===== src/rtl/wb_prefetch_pkg.sv =====
package wb_prefetch_pkg;
    // Kind of answer given to one sampled strobe
    typedef enum logic [1:0] {
        RSP_NONE = 2'd0,
        RSP_ACK  = 2'd1,
        RSP_RTY  = 2'd2,
        RSP_ERR  = 2'd3
    } rsp_e;
endpackage


===== src/rtl/wb_prefetch_buf.sv =====
// Prefetch word store: circular buffer with flush, one push and one pop per cycle.
module wb_prefetch_buf #(
    parameter int DW    = 32,
    parameter int DEPTH = 4,
    parameter int PW    = $clog2(DEPTH),
    parameter int CW    = $clog2(DEPTH) + 1
) (
    input  logic          clk,
    input  logic          rst,
    input  logic          flush,
    input  logic          push,
    input  logic [DW-1:0] push_dat,
    input  logic          pop,
    output logic [DW-1:0] head_dat,
    output logic [CW-1:0] count
);
    localparam logic [CW-1:0] FULL = CW'(DEPTH);

    typedef struct packed {
        logic [PW-1:0] rd;
        logic [PW-1:0] wr;
        logic [CW-1:0] cnt;
    } ptr_t;

    ptr_t          p_d, p_q;
    logic [DW-1:0] mem_d [DEPTH];
    logic [DW-1:0] mem_q [DEPTH];

    always_comb begin
        p_d   = p_q;
        mem_d = mem_q;
        if (flush) begin
            p_d = '0;
        end else begin
            if (pop) begin
                p_d.rd = p_q.rd + 1'b1;
            end
            if (push) begin
                mem_d[p_q.wr] = push_dat;
                p_d.wr        = p_q.wr + 1'b1;
            end
            p_d.cnt = p_q.cnt + {{(CW-1){1'b0}}, push} - {{(CW-1){1'b0}}, pop};
        end
    end

    always_ff @(posedge clk) begin
        if (rst) p_q <= '0;
        else     p_q <= p_d;
    end

    always_ff @(posedge clk) begin
        mem_q <= mem_d;
    end

    assign head_dat = mem_q[p_q.rd];
    assign count    = p_q.cnt;

    AST_NO_OVERFLOW: assert property (@(posedge clk) disable iff (rst)
        (push && !pop && !flush) |-> (p_q.cnt < FULL));
    AST_NO_UNDERFLOW: assert property (@(posedge clk) disable iff (rst)
        (pop && !flush) |-> (p_q.cnt != '0));
endmodule


===== src/rtl/wb_prefetch_fetch.sv =====
// Back-end fetch engine: one outstanding request, discards words orphaned by a flush.
module wb_prefetch_fetch #(
    parameter int AW    = 16,
    parameter int DEPTH = 4,
    parameter int CW    = $clog2(DEPTH) + 1
) (
    input  logic          clk,
    input  logic          rst,
    input  logic          start,
    input  logic [AW-1:0] start_adr,
    input  logic          stop,
    input  logic          flush,
    input  logic [CW-1:0] cnt,
    input  logic          be_vld_i,
    output logic          active,
    output logic          push,
    output logic          be_req_o,
    output logic [AW-1:0] be_adr_o
);
    localparam logic [CW-1:0] FULL = CW'(DEPTH);

    typedef struct packed {
        logic          active;
        logic          pend;
        logic          drop;
        logic          req;
        logic [AW-1:0] fadr;
        logic [AW-1:0] radr;
    } fet_t;

    fet_t s_d, s_q;
    logic vld_ok;

    always_comb begin
        s_d     = s_q;
        s_d.req = 1'b0;
        push    = 1'b0;
        vld_ok  = be_vld_i && s_q.pend;

        // returning word: keep it only if no flush has orphaned it
        if (vld_ok) begin
            push     = !s_q.drop && !flush;
            s_d.pend = 1'b0;
            s_d.drop = 1'b0;
        end else if (flush && s_q.pend) begin
            s_d.drop = 1'b1;
        end

        if (start) begin
            s_d.active = 1'b1;
            s_d.fadr   = start_adr;
        end else if (stop) begin
            s_d.active = 1'b0;
        end

        if (s_q.active && !flush && !s_q.pend && (cnt < FULL)) begin
            s_d.req  = 1'b1;
            s_d.pend = 1'b1;
            s_d.radr = s_q.fadr;
            s_d.fadr = s_q.fadr + 1'b1;
        end
    end

    always_ff @(posedge clk) begin
        if (rst) s_q <= '0;
        else     s_q <= s_d;
    end

    assign active   = s_q.active;
    assign be_req_o = s_q.req;
    assign be_adr_o = s_q.radr;

    AST_ONE_OUTSTANDING: assert property (@(posedge clk) disable iff (rst)
        be_req_o |=> !be_req_o);
endmodule


===== src/rtl/wb_prefetch_rd.sv =====
// Read-only Wishbone slave answering from a prefetch buffer, retrying while it fills.
module wb_prefetch_rd #(
    parameter int AW    = 16,
    parameter int DW    = 32,
    parameter int DEPTH = 4
) (
    input  logic          clk,
    input  logic          rst,
    input  logic          wb_cyc_i,
    input  logic          wb_stb_i,
    input  logic          wb_burst_i,
    input  logic          wb_we_i,
    input  logic [AW-1:0] wb_adr_i,
    output logic [DW-1:0] wb_dat_o,
    output logic          wb_ack_o,
    output logic          wb_rty_o,
    output logic          wb_err_o,
    output logic          be_req_o,
    output logic [AW-1:0] be_adr_o,
    input  logic          be_vld_i,
    input  logic [DW-1:0] be_dat_i
);
    import wb_prefetch_pkg::*;

    localparam int PW = $clog2(DEPTH);
    localparam int CW = PW + 1;
    localparam logic [CW-1:0] FULL = CW'(DEPTH);

    typedef struct packed {
        logic          ack;
        logic          rty;
        logic          err;
        logic          burst;
        logic [AW-1:0] exp;
        logic [DW-1:0] dat;
    } rsp_t;

    rsp_t          r_d, r_q;
    rsp_e          kind;
    logic          busy, end_evt, take, hit;
    logic          start, stop, flush, pop, push;
    logic          fe_active;
    logic [CW-1:0] buf_cnt;
    logic [DW-1:0] buf_head;

    always_comb begin
        r_d       = r_q;
        r_d.ack   = 1'b0;
        r_d.rty   = 1'b0;
        r_d.err   = 1'b0;
        r_d.burst = wb_burst_i;

        busy    = r_q.ack || r_q.rty || r_q.err;
        end_evt = !wb_cyc_i || (r_q.burst && !wb_burst_i);
        take    = wb_cyc_i && wb_stb_i && !busy;
        hit     = fe_active && !end_evt && (wb_adr_i == r_q.exp);

        kind  = RSP_NONE;
        start = 1'b0;
        pop   = 1'b0;
        if (take) begin
            if (wb_we_i) begin
                kind = RSP_ERR;
            end else if (hit && (buf_cnt != '0)) begin
                kind = RSP_ACK;
            end else begin
                kind  = RSP_RTY;
                start = !hit;
            end
        end

        unique case (kind)
            RSP_ACK: begin
                r_d.ack = 1'b1;
                r_d.dat = buf_head;
                r_d.exp = r_q.exp + 1'b1;
                pop     = 1'b1;
            end
            RSP_RTY: begin
                r_d.rty = 1'b1;
                if (start) r_d.exp = wb_adr_i;
            end
            RSP_ERR: r_d.err = 1'b1;
            default: ;
        endcase

        stop  = end_evt || ((kind == RSP_ACK) && !wb_burst_i);
        flush = stop || start;
    end

    always_ff @(posedge clk) begin
        if (rst) r_q <= '0;
        else     r_q <= r_d;
    end

    wb_prefetch_fetch #(.AW(AW), .DEPTH(DEPTH), .CW(CW)) u_fetch (
        .clk       (clk),
        .rst       (rst),
        .start     (start),
        .start_adr (wb_adr_i),
        .stop      (stop),
        .flush     (flush),
        .cnt       (buf_cnt),
        .be_vld_i  (be_vld_i),
        .active    (fe_active),
        .push      (push),
        .be_req_o  (be_req_o),
        .be_adr_o  (be_adr_o)
    );

    wb_prefetch_buf #(.DW(DW), .DEPTH(DEPTH), .PW(PW), .CW(CW)) u_buf (
        .clk      (clk),
        .rst      (rst),
        .flush    (flush),
        .push     (push),
        .push_dat (be_dat_i),
        .pop      (pop),
        .head_dat (buf_head),
        .count    (buf_cnt)
    );

    assign wb_ack_o = r_q.ack;
    assign wb_rty_o = r_q.rty;
    assign wb_err_o = r_q.err;
    assign wb_dat_o = r_q.dat;

    AST_RTY_PULSE: assert property (@(posedge clk) disable iff (rst)
        wb_rty_o |=> !wb_rty_o);
    AST_ONE_RESPONSE: assert property (@(posedge clk) disable iff (rst)
        $onehot0({wb_ack_o, wb_rty_o, wb_err_o}));
    AST_RESP_GAP: assert property (@(posedge clk) disable iff (rst)
        (wb_ack_o || wb_rty_o || wb_err_o) |=> !(wb_ack_o || wb_rty_o || wb_err_o));
    AST_REQ_ROOM: assert property (@(posedge clk) disable iff (rst)
        be_req_o |-> (buf_cnt < FULL));
    AST_SINGLE_FLUSH: assert property (@(posedge clk) disable iff (rst)
        (wb_ack_o && !$past(wb_burst_i)) |-> (buf_cnt == '0));
    AST_CYC_FLUSH: assert property (@(posedge clk) disable iff (rst)
        !wb_cyc_i |=> (buf_cnt == '0));
    AST_RESET_CLEAR: assert property (@(posedge clk)
        rst |=> (buf_cnt == '0 && !wb_ack_o && !wb_rty_o && !wb_err_o && !be_req_o));
endmodule


===== config.mk =====
export PLATFORM = sky130hd
export DESIGN_NAME = wb_prefetch_rd
export DESIGN_NICKNAME = d
export VERILOG_FILES = /design/src/rtl/wb_prefetch_pkg.sv /design/src/rtl/wb_prefetch_buf.sv /design/src/rtl/wb_prefetch_fetch.sv /design/src/rtl/wb_prefetch_rd.sv
export SDC_FILE = /design/constraint.sdc
export NUM_CORES = 1
export LEC_CHECK = 0
export BUFFER_PORTS_ARGS = -buffer_cell sky130_fd_sc_hd__buf_2
export CORE_ASPECT_RATIO = 0.75
export CORE_UTILIZATION = 32
export DETAILED_ROUTE_END_ITERATION = 7
export PLACE_DENSITY = 0.59
export SLEW_MARGIN = 20
export SYNTH_ARGS = -nofsm -noshare
export SYNTH_HDL_FRONTEND = slang
export SYNTH_HIERARCHICAL = 1
export SYNTH_SLANG_ARGS = --single-unit
export TNS_END_PERCENT = 30

===== constraint.sdc =====
create_clock -name clk -period 11.69 [get_ports clk]
set_clock_uncertainty 0.2 [all_clocks]
set_input_delay 0.5845 -clock clk [delete_from_list [all_inputs] [get_ports clk]]
set_output_delay 0.5845 -clock clk [all_outputs]
set_load 0.03 [all_outputs]

---- Yosys cells after proc, flatten, opt, wreduce, memory -nomap -nowiden ----
Cells that the tools add are included.
storage, ports and cells
  logic and storage cells ................. 96
  bits in registers ....................... 223
operators by class
  add/sub/neg operators ................... 6
  reduce and logical (&&, ||, !) cells .... 36
  bitwise gates (word level) .............. 3
  $lt $le $gt $ge ......................... 4
  muxes and demuxes ....................... 23
  equality and inequality tests ........... 5
operators with widths
  kind                                                         count
  bitwise mux 128 bit                                          1
  two-way mux 32 bit                                           3
  binary-select mux 32 bit (select 2 bit)                      1
  demux 32 bit (select 2 bit)                                  1
  two-way mux 33 bit                                           1
  adder 16 x 1 -> 16 bit (second input constant)               2
  one-hot mux 16 bit (2 select lines)                          1
  equality test 16 bit                                         1
  two-way mux 16 bit                                           1
  logical AND 1 bit                                            14
  two-way mux 1 bit                                            11
  zero test 1 bit                                              8
  nonzero test 2 bit                                           4
  >= comparator 3 bit (second input constant)                  2
  two-way mux 2 bit                                            3
  inverter 2 -> 3 bit                                          2
  logical OR 1 bit                                             5
  adder 2 x 1 -> 2 bit (second input constant)                 2
  equality test 2 bit (second input constant)                  2
  AND reduction 2 bit                                          2
  OR reduction 2 bit                                           2
  adder 3 x 1 -> 3 bit                                         1
  less-than comparator 3 x 1 -> 1 bit (second input constant)  1
  less-than comparator 3 bit (second input constant)           1
  other kinds (5)                                              5

---- Logic depth before layout (Yosys ltp) ----
Gate-level depths: netlist of the first run.
  word-level depth ........................ 19
  gate-level depth with buffers ........... 14
  mapped depth without buffers ............ 11

---- Hierarchy ----
Netlist of the first run, hierarchy kept.
modules (own cells, without submodules)
  module             area an instance (um^2)  instances  seq. area each (um^2)  cells each
  wb_prefetch_buf    5099.9                   1          3983.8                 213
  wb_prefetch_rd     2945.3                   1          1041.0                 369
  wb_prefetch_fetch  1771.7                   1          720.7                  221

---- Least setup slack after synthesis of the first run ----
Ideal clock, no wire load.
  path type ............................... input -> register
  from .................................... input wb_adr_i[9]
  to ...................................... register u_buf/mem_q[0] (netlist name), enable pin
  stages on the path ...................... 9
  path slack .............................. 7787 ps
  setup time .............................. 392 ps
  arrival ................................. 3311 ps
  buffers on the path ..................... 0
  path through ............................ xnor2_1 nand4_1 nor4_4 nand2_1 nand2_1 o211ai_1 nor3_1 nor2b_1 and2_1
between the ends
  cells in the longest elaborated chain, start to end .. 14
  elaborated cells between the ends (all ways) .. 19
ends and longest elaborated chain
  item                                      line                     RTL
  from (decl)                               wb_prefetch_rd.sv:13     input logic [AW-1:0] wb_adr_i,
  equality test 16 bit (*)                  wb_prefetch_rd.sv:56     hit = fe_active && !end_evt && (wb_adr_i == r_q.exp);
  logical AND 1 bit (*)                     wb_prefetch_rd.sv:56
  logical AND 1 bit                         wb_prefetch_rd.sv:64     end else if (hit && (buf_cnt != '0)) begin
  two-way mux 2 bit                         wb_prefetch_rd.sv:64
  two-way mux 2 bit                         wb_prefetch_rd.sv:62     if (wb_we_i) begin
  two-way mux 2 bit                         wb_prefetch_rd.sv:61     if (take) begin
  equality test 2 x 1 -> 1 bit              wb_prefetch_rd.sv:87     stop = end_evt || ((kind == RSP_ACK) && !wb_burst_i);
  logical AND 1 bit                         wb_prefetch_rd.sv:87
  logical OR 1 bit                          wb_prefetch_rd.sv:87
  logical OR 1 bit (*)                      wb_prefetch_rd.sv:88     flush = stop || start;
  net flush                                 wb_prefetch_rd.sv:41     logic start, stop, flush, pop, push;
  zero test 1 bit (*)                       wb_prefetch_fetch.sv:42  push = !s_q.drop && !flush;
  logical AND 1 bit (*)                     wb_prefetch_fetch.sv:42
  two-way mux 1 bit (*)                     wb_prefetch_fetch.sv:41  if (vld_ok) begin
  net push                                  wb_prefetch_rd.sv:41
  AND reduction 2 bit (no source line) (*)  --
  to (signal assigned)                      wb_prefetch_buf.sv:52    mem_q <= mem_d;
  to (decl)                                 wb_prefetch_buf.sv:27    logic [DW-1:0] mem_q [DEPTH];
Mark *: on every way through the listed nets, which the timed path passes. The rest lies on a longest branch.
A chain may end at the register's enable or synchronous reset.

---- Final worst setup path of the first run ----
  from .................................... register u_buf.p_q (netlist bit u_buf/count[2])
  to ...................................... register u_buf/mem_q[77] (netlist name), enable pin
between the ends
  cells in the longest elaborated chain, start to end .. 13
  elaborated cells between the ends (all ways) .. 17
ends and longest elaborated chain
  item                                      line                     RTL
  from (decl)                               wb_prefetch_buf.sv:25    ptr_t p_d, p_q;
  from (signal assigned)                    wb_prefetch_buf.sv:48    else p_q <= p_d;
  nonzero test 3 bit (*)                    wb_prefetch_rd.sv:64
  logical AND 1 bit (*)                     wb_prefetch_rd.sv:64
  two-way mux 2 bit                         wb_prefetch_rd.sv:64
  two-way mux 2 bit                         wb_prefetch_rd.sv:62
  two-way mux 2 bit                         wb_prefetch_rd.sv:61
  equality test 2 x 1 -> 1 bit              wb_prefetch_rd.sv:87
  logical AND 1 bit                         wb_prefetch_rd.sv:87
  logical OR 1 bit                          wb_prefetch_rd.sv:87
  logical OR 1 bit (*)                      wb_prefetch_rd.sv:88
  net flush                                 wb_prefetch_rd.sv:41
  zero test 1 bit (*)                       wb_prefetch_fetch.sv:42
  logical AND 1 bit (*)                     wb_prefetch_fetch.sv:42
  two-way mux 1 bit (*)                     wb_prefetch_fetch.sv:41
  net push                                  wb_prefetch_rd.sv:41
  AND reduction 2 bit (no source line) (*)  --
Marks and branches as above.

==> results of run 1 <==
layout make-up:
class,instances,area share
tap,399,0.04498
timing repair buffer,119,0.05681
inverter,20,0.006764
clock buffer,30,0.05884
multi-input combinational,468,0.3004
clock inverter,14,0.01443
sequential,223,0.5178
Yosys cell counts, drive strengths merged (5+ instances only):
master | count | area share
clkbuf | 17 | 0.0065
nor2b | 7 | 0.0045
and2 | 8 | 0.0051
o32ai | 7 | 0.010
mux4 | 32 | 0.075
ha | 8 | 0.010
and3 | 6 | 0.0038
o21ai | 14 | 0.0071
nand2 | 127 | 0.049
and4 | 5 | 0.0045
edfxtp | 128 | 0.39
nor2 | 28 | 0.011
nand3 | 12 | 0.0061
nor4 | 7 | 0.0060
a211oi | 11 | 0.0084
mux2i | 11 | 0.011
nor3 | 16 | 0.0082
nand2b | 6 | 0.0046
a21oi | 76 | 0.039
inv | 20 | 0.0076
dfxtp | 95 | 0.19
buf | 75 | 0.061
a31oi | 11 | 0.0070
nand4 | 13 | 0.0083
xnor2 | 20 | 0.019
cells by family after synthesis:
logic type	count (synthesis)
and+or+nand+nor	247
DFF	223
AOI/OAI and AO/OA	147
buffers and inverters	112
muxes	44
xor gates and xnor gates	21
adders and majority gates	9
flip-flops by register name, indices dropped and copies added, names as in the netlist:
signal,cells
wb_err_o,1
u_buf/p_q,4
wb_dat_o,32
u_fetch/s_q,18
u_fetch/be_adr_o,16
wb_rty_o,1
wb_ack_o,1
u_buf/mem_q,128
r_q,17
u_fetch/be_req_o,1
u_buf/count,3
u_fetch/active,1
per-layer routing:
metal / wire, um / vias up / share of wire
met5: 13 / - / 0.00058
met4: 439 / 2 / 0.020
li1: - / 3014 / -
met2: 9877 / 199 / 0.44
met3: 1516 / 33 / 0.067
met1: 10610 / 3127 / 0.47
cell usage in the layout (no fill, tap or decap), types with 8 or more instances in the layout:
| master | netlist | layout |
|---|---|---|
| a211oi_1 | 11 | 11 |
| a21oi_1 | 76 | 76 |
| a31oi_1 | 11 | 11 |
| and2_1 | 8 | 8 |
| buf_2 | 10 | 105 |
| buf_4 | 56 | 14 |
| clkbuf_16 | 0 | 24 |
| dfxtp_1 | 95 | 94 |
| edfxtp_1 | 128 | 128 |
| ha_1 | 8 | 8 |
| inv_1 | 20 | 20 |
| mux2i_1 | 11 | 11 |
| mux4_2 | 27 | 27 |
| nand2_1 | 126 | 126 |
| nand3_1 | 12 | 12 |
| nand4_1 | 13 | 13 |
| nor2_1 | 27 | 27 |
| nor3_1 | 16 | 16 |
| o21ai_0 | 14 | 14 |
| xnor2_1 | 18 | 18 |
worst max-delay path by stage:
stage	from	endpoint	slack (ns)	cells after the start
after floorplan	wb_adr_i[9]	u_buf/mem_q[0]	7.79	9
after global placement	wb_adr_i[15]	u_buf/mem_q[84]	7.52	12
after detailed placement	wb_adr_i[15]	u_buf/mem_q[86]	7.39	12
after CTS	u_buf/count[2]	u_buf/mem_q[68]	7.67	10
after global routing	r_q[36]	u_buf/mem_q[61]	7.36	11
final	u_buf/count[2]	u_buf/mem_q[77]	7.69	10
stage by stage:
step	power [W]	cell area, sq um	cells	util	worst slack (ns)
finish	0.001673	11100	1273	0.3682	7.690
global route	0.001735	11100	1273	0.3682	7.356
floorplan	0.0008936	9817	803	-	7.787
global placement	0.0009198	10290	1229	0.3413	7.520
detailed placement	0.0009206	10290	1229	0.3413	7.386
CTS	0.001694	11100	1273	0.3682	7.671
where the power goes:
group	switching [W]	total [W]	internal [W]	leakage [nW]
Combinational	0.0000370	0.0000601	0.0000231	1.45
Clock	0.000322	0.000769	0.000446	0.396
Sequential	0.00000962	0.000844	0.000835	1.92
Total	0.000369	0.00167	0.00130	3.76
==> results.md, run 1 <==
* Status: complete, no violations
* Synth unique cells at 64
* Number of nets in the final layout at 920
* Setup repair after global routing missed its margin: no
* Startpoint class of the critical path: flop
* Count of antenna diodes in the layout at 0
* Startpoint of the lowest-slack register-to-register path: u_buf/count[2]
* Busiest layer in global routing: met2
* Buf/Inv on CP at 2
* Signal arrival time at the worst endpoint at ~4.0 ns
* Number of slew-limit violations in the final report at 0
* Number of buffers added to fix hold violations after cts at 0
* Worst hold path depth at 1
* Period minus WS final at approximately 4 ns
* Via density at between 5 and 6
* GRT Util Overall at 0.1428
* Setup slack on the worst flop-to-flop path at 7.69 ns
* Wire length of the first global-routing pass at 35.00 mm
* Met2 GRT Util at 0.2131
* Length in cells of the worst reg-to-reg path at 10
* Cells along the critical path: nor3_1 > nor3_1 > buf_4 > and3_1 > nor2_1 > o211ai_1 > nor3_1 > nor2b_1 > and2_1 > buf_4
* Max Cap Viol at 0
* Number of buffers between clock root and the deepest sink at 3
* DRC Markers at 0
* Area overhead of the layout relative to synthesis at 13.06%
* Number of iterations in the first detailed-routing pass at 5
* Number of antenna violations at the first check in global routing at 1
* Antenna-violating nets left at 0
* Slowest stage cell, crit path: nor3_1
* Critical Path Most Common Cell: nor3_1
* Area occupied by multi-input gates at ~0.0033 sq mm
* Port Buffers at ~110
* Setup-violating endpoint count in the final report at 0
* Sort of element at the end of the critical path: flop
* Required time of the critical path at about 12 ns
* Area of the mapped netlist at about 0.0098 sq mm
* Worst-case hold slack at roughly 0.054 ns
* Path type of the worst setup path: flop to flop
* Pin count of the biggest net entering global routing at between 50 and 60
* Power density relative to cell area at 150.7 mW/mm^2
* Peak supply drop at 0.1066 mV
* Routed length per placed instance at 17.64 um
* Fill cell count at approximately 3000
* Area share of fa/ha/maj cells after synthesis at 0.01224
* Count of flip-flops with a built-in enable after synthesis at 128
* Starting utilization of the core area at 0.3257
* Seq cells post-synth at 223
* Synthesized Nets at 867
* Share of flip-flops with an asynchronous set or reset after synthesis at 0
* End point of the most critical hold path: u_buf/mem_q[98]
* CTS resizes at 0
* Core ar. at 0.03014 sq mm
* Largest incremental delay on the critical path at 0.72 ns
* GRT Residual Overflow at 0
* Width of the die at 204.2 um
* Compound-cell area share of the yosys netlist at 0.09559
* Sequential standard cell area at 0.005747 sq mm
* Post-route fraction of the period consumed by the critical path at 0.3421
* Clock tree from TritonCTS: done
* Synthesized-area fraction occupied by xor and xnor cells at 0.02179
* CTS HTree Levels at 1
* Biggest fanout along the worst timing path at 32
* Launch point of the worst hold path: be_dat_i[2]
* Worst Max-Slew Pin Slew at 0.9175 ns
* Worst-skew pair later-pin latency at 0.54 ns
* Mean post-synth cell area at 12.23 sq um
* Final-report hold violation count at 0
* Clock sink count at 223
* Via count of the first global-routing pass at between 6000 and 7000
* Worst relative slew slack at 0.3836
* I/O pin total at 107
* Library cell used as clock root buffer: clkbuf_16
* Prevailing post-synth register cell: edfxtp_1
* Die footprint at 0.03139 sq mm
* Combinational family with the most area after synthesis: simple AND/OR/NAND/NOR gates
* Gp weighted congestion at 0.8782
* Post-Syn Instances at 803
* Floorplan row count at 55
* TritonCTS buffer count at 24
* Total wirelength of the detailed-routed design at ~22 mm
* Post-CTS setup buffer count at 0
* Largest delay share family, worst path: simple AND/OR/NAND/NOR gates
* DIE HEIGHT at 153.7 um
* Setup TNS at 0 ns
* Maximum clock frequency at 250.0 MHz
* Portion of netlist area occupied by mux cells at 0.08769
* Leakage power at 3.762 nW
* Post-DP HPWL at about 15 mm
* Post-synthesis sequential area ratio at 0.5853
* Met3 layer usage reported by global route at 0.03285
* DRC marker count from the first detailed-route iteration at between 400 and 500
* Number of warnings reported in the yosys synthesis log at 6
* Via count at 6375
* Register clock-pin slew on the reported worst setup and hold paths at 0.06 ns
* Path type of the worst min-delay path: primary input to flop
* Worst R2R End: u_buf/mem_q[77]
* Share of layout cells above drive strength 1 at 0.2380
* Post-synthesis simple-gate area fraction at 0.1224
* Met1 track utilization from global routing at 0.2073
Note: power is estimated with default switching activity, not from simulation.
==> run 2: changes to the inputs <==
- PLACE_DENSITY: 0.59 -> 0.6
- clock period: 11.69 -> 3.3 ns (I/O delays scaled with it)
==> results.md, run 2 (same netlist as run 1, synthesis figures left out) <==
* Max FFs per register at 128
* Gp weighted congestion at 0.9515
* GRT Util Overall at 0.1516
* Sequential power share at 0.505
* Clock tree from TritonCTS: done
* Highest-count cells in the layout ignoring fill and taps: 128 x edfxtp_1, 126 x nand2_1, 105 x buf_2, 94 x dfxtp_1, 76 x a21oi_1
* I/O pin total at 107
* Number of iterations in the first detailed-routing pass at 7
* Fill cell count at around 2900
* Post-CTS setup buffer count at 0
* Wire length of the first global-routing pass at roughly 37 mm
* Core ar. at 0.03014 sq mm
* GRT Residual Overflow at 0
* Path type of the worst setup path: flop to flop
* Status: complete, no violations
* Worst-skew pair later-pin latency at 0.52 ns
* Setup repair after global routing missed its margin: yes
* Setup slack on the worst flop-to-flop path at 0.11 ns
* Routed length per placed instance at 17.55 um
* Biggest fanout along the worst timing path at 6
* CTS HTree Levels at 1
* Max Cap Viol at 0
* Worst R2R End: u_fetch/s_q[26]
* Worst Max-Slew Pin Slew at 0.8749 ns
* Final-report hold violation count at 0
* Library cell used as clock root buffer: clkbuf_16
* Setup-violating endpoint count in the final report at 0
* Number of antenna violations at the first check in global routing at 0
* Post-route fraction of the period consumed by the critical path at 0.9679
* End point of the most critical hold path: wb_rty_o
* Peak supply drop at 0.4919 mV
* Most common cell after layout, fill and taps aside: edfxtp_1
* Register clock-pin slew on the reported worst setup and hold paths at 0.06 ns
* Part of the power in combinational logic at 0.051
* Count of antenna diodes in the layout at 0
* Register name with the most flops: u_buf/mem_q
* Width of the die at roughly 200 um
* Startpoint class of the critical path: flop
* Signal arrival time at the worst endpoint at 3.44 ns
* Period minus WS final at ~3.2 ns
* Length in cells of the worst reg-to-reg path at 12
* Worst relative slew slack at 0.4140
* Startpoint of the lowest-slack register-to-register path: r_q[36]
* Via density at 4.943
* Proportion of total power due to net switching at 0.2202
* Antenna-violating nets left at 0
* Cell count after placement at 1264
* Leakage power at between 4 and 5 nW
* Number of buffers between clock root and the deepest sink at 3
* Placement-stage worst setup slack at around 0.11 ns
* TritonCTS buffer count at 24
* DIE HEIGHT at 153.7 um
* Part of the total power dissipated in the clock network at 0.444
* Sort of element at the end of the critical path: flop
* Starting utilization of the core area at 0.3257
* Total wirelength of the detailed-routed design at 23.90 mm
* DRC Markers at 0
* Worst hold path depth at 5
* DRC marker count from the first detailed-route iteration at approximately 450
* Floorplan row count at 55
* Port Buffers at 106
* Number of nets in the final layout at 1009
* Final Worst Setup Slack at 0.1060 ns
* Path type of the worst min-delay path: primary input to flop
* Switching power at roughly 0.0013 W
* Number of slew-limit violations in the final report at 0
* Maximum clock frequency at between 300 and 400 MHz
* Required time of the critical path at approximately 3.6 ns
* Via count of the first global-routing pass at between 6000 and 7000
* Pin count of the biggest net entering global routing at 35
* Area after detailed placement at 0.01063 sq mm
* Final Non-Filler Cells at 1362
* Final non-filler cell area at 0.01196 sq mm
* Die footprint at 0.03139 sq mm
* Via count at about 6700
* Share of layout cells above drive strength 1 at 0.2565
* Area overhead of the layout relative to synthesis at 21.86%
* Overall Power at around 0.006 W
* Clock sink count at about 220
* Power density relative to cell area at approximately 500 mW/mm^2
* Post-DP HPWL at roughly 16 mm
* Launch point of the worst hold path: wb_stb_i
* Internal at 0.004607 W
-- run 2: layout make-up --
type / count / area [sq um] / share of cell area
clock buffer: 31 / 668.1 / 0.05585
clock inverter: 13 / 91.34 / 0.007635
inverter: 20 / 75.07 / 0.006276
multi-input combinational: 468 / 3369 / 0.2817
sequential: 223 / 5747 / 0.4804
tap: 399 / 499.2 / 0.04173
timing repair buffer: 208 / 1513 / 0.1265
-- run 2: worst max path at each step --
stage | cells past startpoint | end | startpoint
3_3_place_gp | 12 | u_buf/count[2] | r_q[38]
4_1_cts | 12 | u_buf/count[2] | r_q[38]
3_5_place_dp | 12 | u_buf/count[2] | r_q[38]
6_report | 12 | u_fetch/s_q[26] | r_q[36]
2_1_floorplan | 10 | u_buf/mem_q[0] | u_buf/count[1]
5_1_grt | 13 | u_buf/count[2] | r_q[36]
-- run 2: critical path, stage by stage, from the launching register on --
cell,delay [ns]
dfxtp_1,0.32
xnor2_1,0.16
buf_4,0.16
nand4_1,0.16
nor4_4,0.37
nand2_1,0.11
nand2_1,0.11
o211ai_1,0.16
buf_4,0.20
nor4b_4,0.45
nand2_1,0.22
or3_1,0.34
a31oi_1,0.16
-- run 2: repair_timing --
item	4_1_cts	5_1_grt
endpoints found under the setup margin	0	137
endpoints found under the hold margin	177	0
hold buffers	54	0
resized for setup	0	6
-- run 2: per-layer routing --
layer | track usage | wire [um]
met5 | 0 | 0
met4 | 0.03696 | 481
met3 | 0.03836 | 1705
met2 | 0.2257 | 10450
met1 | 0.2192 | 11270
-- run 2: power by group through the flow --
stage | registers, W | logic [W] | clock network, W
2_1_floorplan | 0.00304 | 0.000127 | 0
3_3_place_gp | 0.00304 | 0.000244 | 0
3_5_place_dp | 0.00304 | 0.000246 | 0
4_1_cts | 0.00298 | 0.000298 | 0.00270
5_1_grt | 0.00298 | 0.000327 | 0.00281
6_report | 0.00298 | 0.000303 | 0.00262
-- run 2: per-stage QoR --
stage | hold WS (ns) | TNS, ns | utilization
after floorplan | 0.06387 | -18.59 | -
after global placement | 0.1838 | 0 | 0.3526
after detailed placement | 0.1836 | 0 | 0.3526
after CTS | 0.05652 | 0 | 0.3958
after global routing | 0.08997 | -0.06605 | 0.3969
final | 0.08858 | 0 | 0.3969
==> run 3: changes to the inputs <==
- BUFFER_PORTS_ARGS: -buffer_cell sky130_fd_sc_hd__buf_2 -> not set
- DONT_BUFFER_PORTS: not set -> 1
- PLACE_DENSITY: 0.6 -> 0.57
==> results.md, run 3 (same netlist as run 1, synthesis figures left out) <==
* Worst-skew pair later-pin latency at 0.52 ns
* Setup repair after global routing missed its margin: no
* Signal arrival time at the worst endpoint at 3.39 ns
* Library cell used as clock root buffer: clkbuf_16
* Die footprint at 0.03139 sq mm
* Overall Power at 0.005946 W
* Via count at between 6000 and 7000
* Antenna-violating nets left at 0
* Routed length per placed instance at ~19 um
* Biggest fanout along the worst timing path at 7
* Core ar. at 0.03014 sq mm
* Largest delay share family, worst path: simple AND/OR/NAND/NOR gates
* Post-DP HPWL at 14.70 mm
* Worst Max-Slew Pin Slew at 0.7427 ns
* Most common cell after layout, fill and taps aside: edfxtp_1
* Length in cells of the worst reg-to-reg path at 10
* Path type of the worst min-delay path: primary input to flop
* Worst relative slew slack at 0.5042
* Maximum clock frequency at 316.3 MHz
* Worst-case hold slack at around 0.026 ns
* WP depth at 10
* Width of the die at 204.2 um
* Share of layout cells above drive strength 1 at 0.1715
* Final Non-Filler Cells at approximately 1300
* Clock tree from TritonCTS: done
* Sort of element at the end of the critical path: flop
* Starting utilization of the core area at 0.3257
* Largest incremental delay on the critical path at approximately 0.57 ns
* Worst hold path depth at 6
* Area overhead of the layout relative to synthesis at 17.32%
* Fill cell count at 2895
* Max FFs per register at ~130
* Post-route fraction of the period consumed by the critical path at 0.9582
* Critical Path Most Common Cell: nand2_1
* Via count of the first global-routing pass at between 6000 and 7000
* Register name with the most flops: u_buf/mem_q
* Floorplan row count at 55
* Total wirelength of the detailed-routed design at between 20 and 25 mm
* I/O pin total at 107
* Slowest stage cell, crit path: or4b_4
* Required time of the critical path at 3.53 ns
* DRC marker count from the first detailed-route iteration at 552
* Number of slew-limit violations in the final report at 0
* Sequential standard cell area at 0.005748 sq mm
* Highest-count cells in the layout ignoring fill and taps: 128 x edfxtp_1, 126 x nand2_1, 93 x dfxtp_1, 76 x a21oi_1, 55 x dlygate4sd3_1
* Setup slack on the worst flop-to-flop path at 0.14 ns
* Number of buffers between clock root and the deepest sink at 3
* Port Buffers at 0
* Number of iterations in the first detailed-routing pass at 5
* Cell count after placement at 1157
* Peak supply drop at between 0.3 and 0.4 mV
* Cells along the critical path: xnor2_2 > nand4_1 > nor4_4 > nand2_1 > nand2_1 > o211ai_1 > buf_4 > or4b_4 > or4_1 > a31oi_1
* Power density relative to cell area at around 520 mW/mm^2
* Count of antenna diodes in the layout at 0
* Startpoint class of the critical path: flop
* Clock sink count at 223
* Final-report hold violation count at 0
* Period minus WS final at about 3.2 ns
* DIE HEIGHT at approximately 150 um
* Wire length of the first global-routing pass at 36.39 mm
* GRT Util Overall at 0.1491
* Buf/Inv on CP at 1
* Leakage power at 3.707 nW
* Area occupied by multi-input gates at 0.003386 sq mm
* Max Cap Viol at 0
* Setup-violating endpoint count in the final report at 0
* TritonCTS buffer count at 23
* Number of nets in the final layout at 904
* Path type of the worst setup path: flop to flop
* Via density at between 5 and 6
* CTS HTree Levels at 1
* Register clock-pin slew on the reported worst setup and hold paths at 0.06 ns
* Gp weighted congestion at 0.8786
* Pin count of the biggest net entering global routing at 89
* Number of antenna violations at the first check in global routing at 1
* Status: complete, no violations
* GRT Residual Overflow at 0
* DRC Markers at 0
==> run 3: cell count changes in the layout (fill, tap and decap cells not counted), sizes merged <==
| cell | delta |
|---|---|
| buf | -105 |
| clkinv | -4 |
| bufinv | +3 |
| clkbuf | -3 |
| clkinvlp | +1 |
| dlygate4sd3 | +1 |
| inv | +1 |
==> run 3: layout make-up <==
type                    count  area share
inverters                  20    0.006518
clock inverters            14     0.01608
multi-input cells         468      0.2940
repair buffers            104     0.08941
flip-flops and latches    223      0.4991
well taps                 399     0.04335
clock buffers              28     0.05160
==> run 3: worst paths after layout <==
check	startpoint	end
hold / removal	wb_adr_i[7]	r_q[41]
setup / recovery	r_q[40]	u_fetch/s_q[25]
hold reg to reg	u_fetch/s_q[31]	u_fetch/be_adr_o[15]
setup reg to reg	r_q[40]	u_fetch/s_q[25]
==> run 3: routing by layer <==
metal	global-route usage	vias to the layer above	routed length, um
li1	-	2980	-
met1	0.2181	3131	11050
met2	0.2239	192	10330
met3	0.03137	31	1433
met4	0.03589	2	447
met5	0	-	13
==> run 3: where the power goes <==
part           internal [W]  leakage [nW]  switching, W
Combinational      0.000128          1.41      0.000137
Sequential          0.00296          1.92     0.0000286
Clock               0.00161         0.377       0.00109
==> run 3: per-stage QoR <==
step	util	cell area, sq um	setup WS (ns)	setup TNS, ns
after floorplan	-	9822	-0.1452	-18.59
after global placement	0.3351	10100	0.01744	0
after detailed placement	0.3351	10100	0.05730	0
after CTS	0.3802	11460	0.008251	0
after global routing	0.3821	11520	0.004863	0
final	0.3821	11520	0.1381	0
==> run 3: timing repair <==
| item | in CTS | in global routing |
|---|---|---|
| setup buffers | 0 | 1 |
| gates resized for setup | 0 | 10 |
| endpoints found under the setup margin | 0 | 147 |
| hold buffers | 56 | 0 |
| endpoints found under the hold margin | 223 | 0 |
==> run 3: worst min-delay path: stages <==
cell and delay, ns:
xnor2_2 0.05, nand4_1 0.07, nor4_1 0.05, buf_4 0.15
nand4_1 0.08, a31o_2 0.15
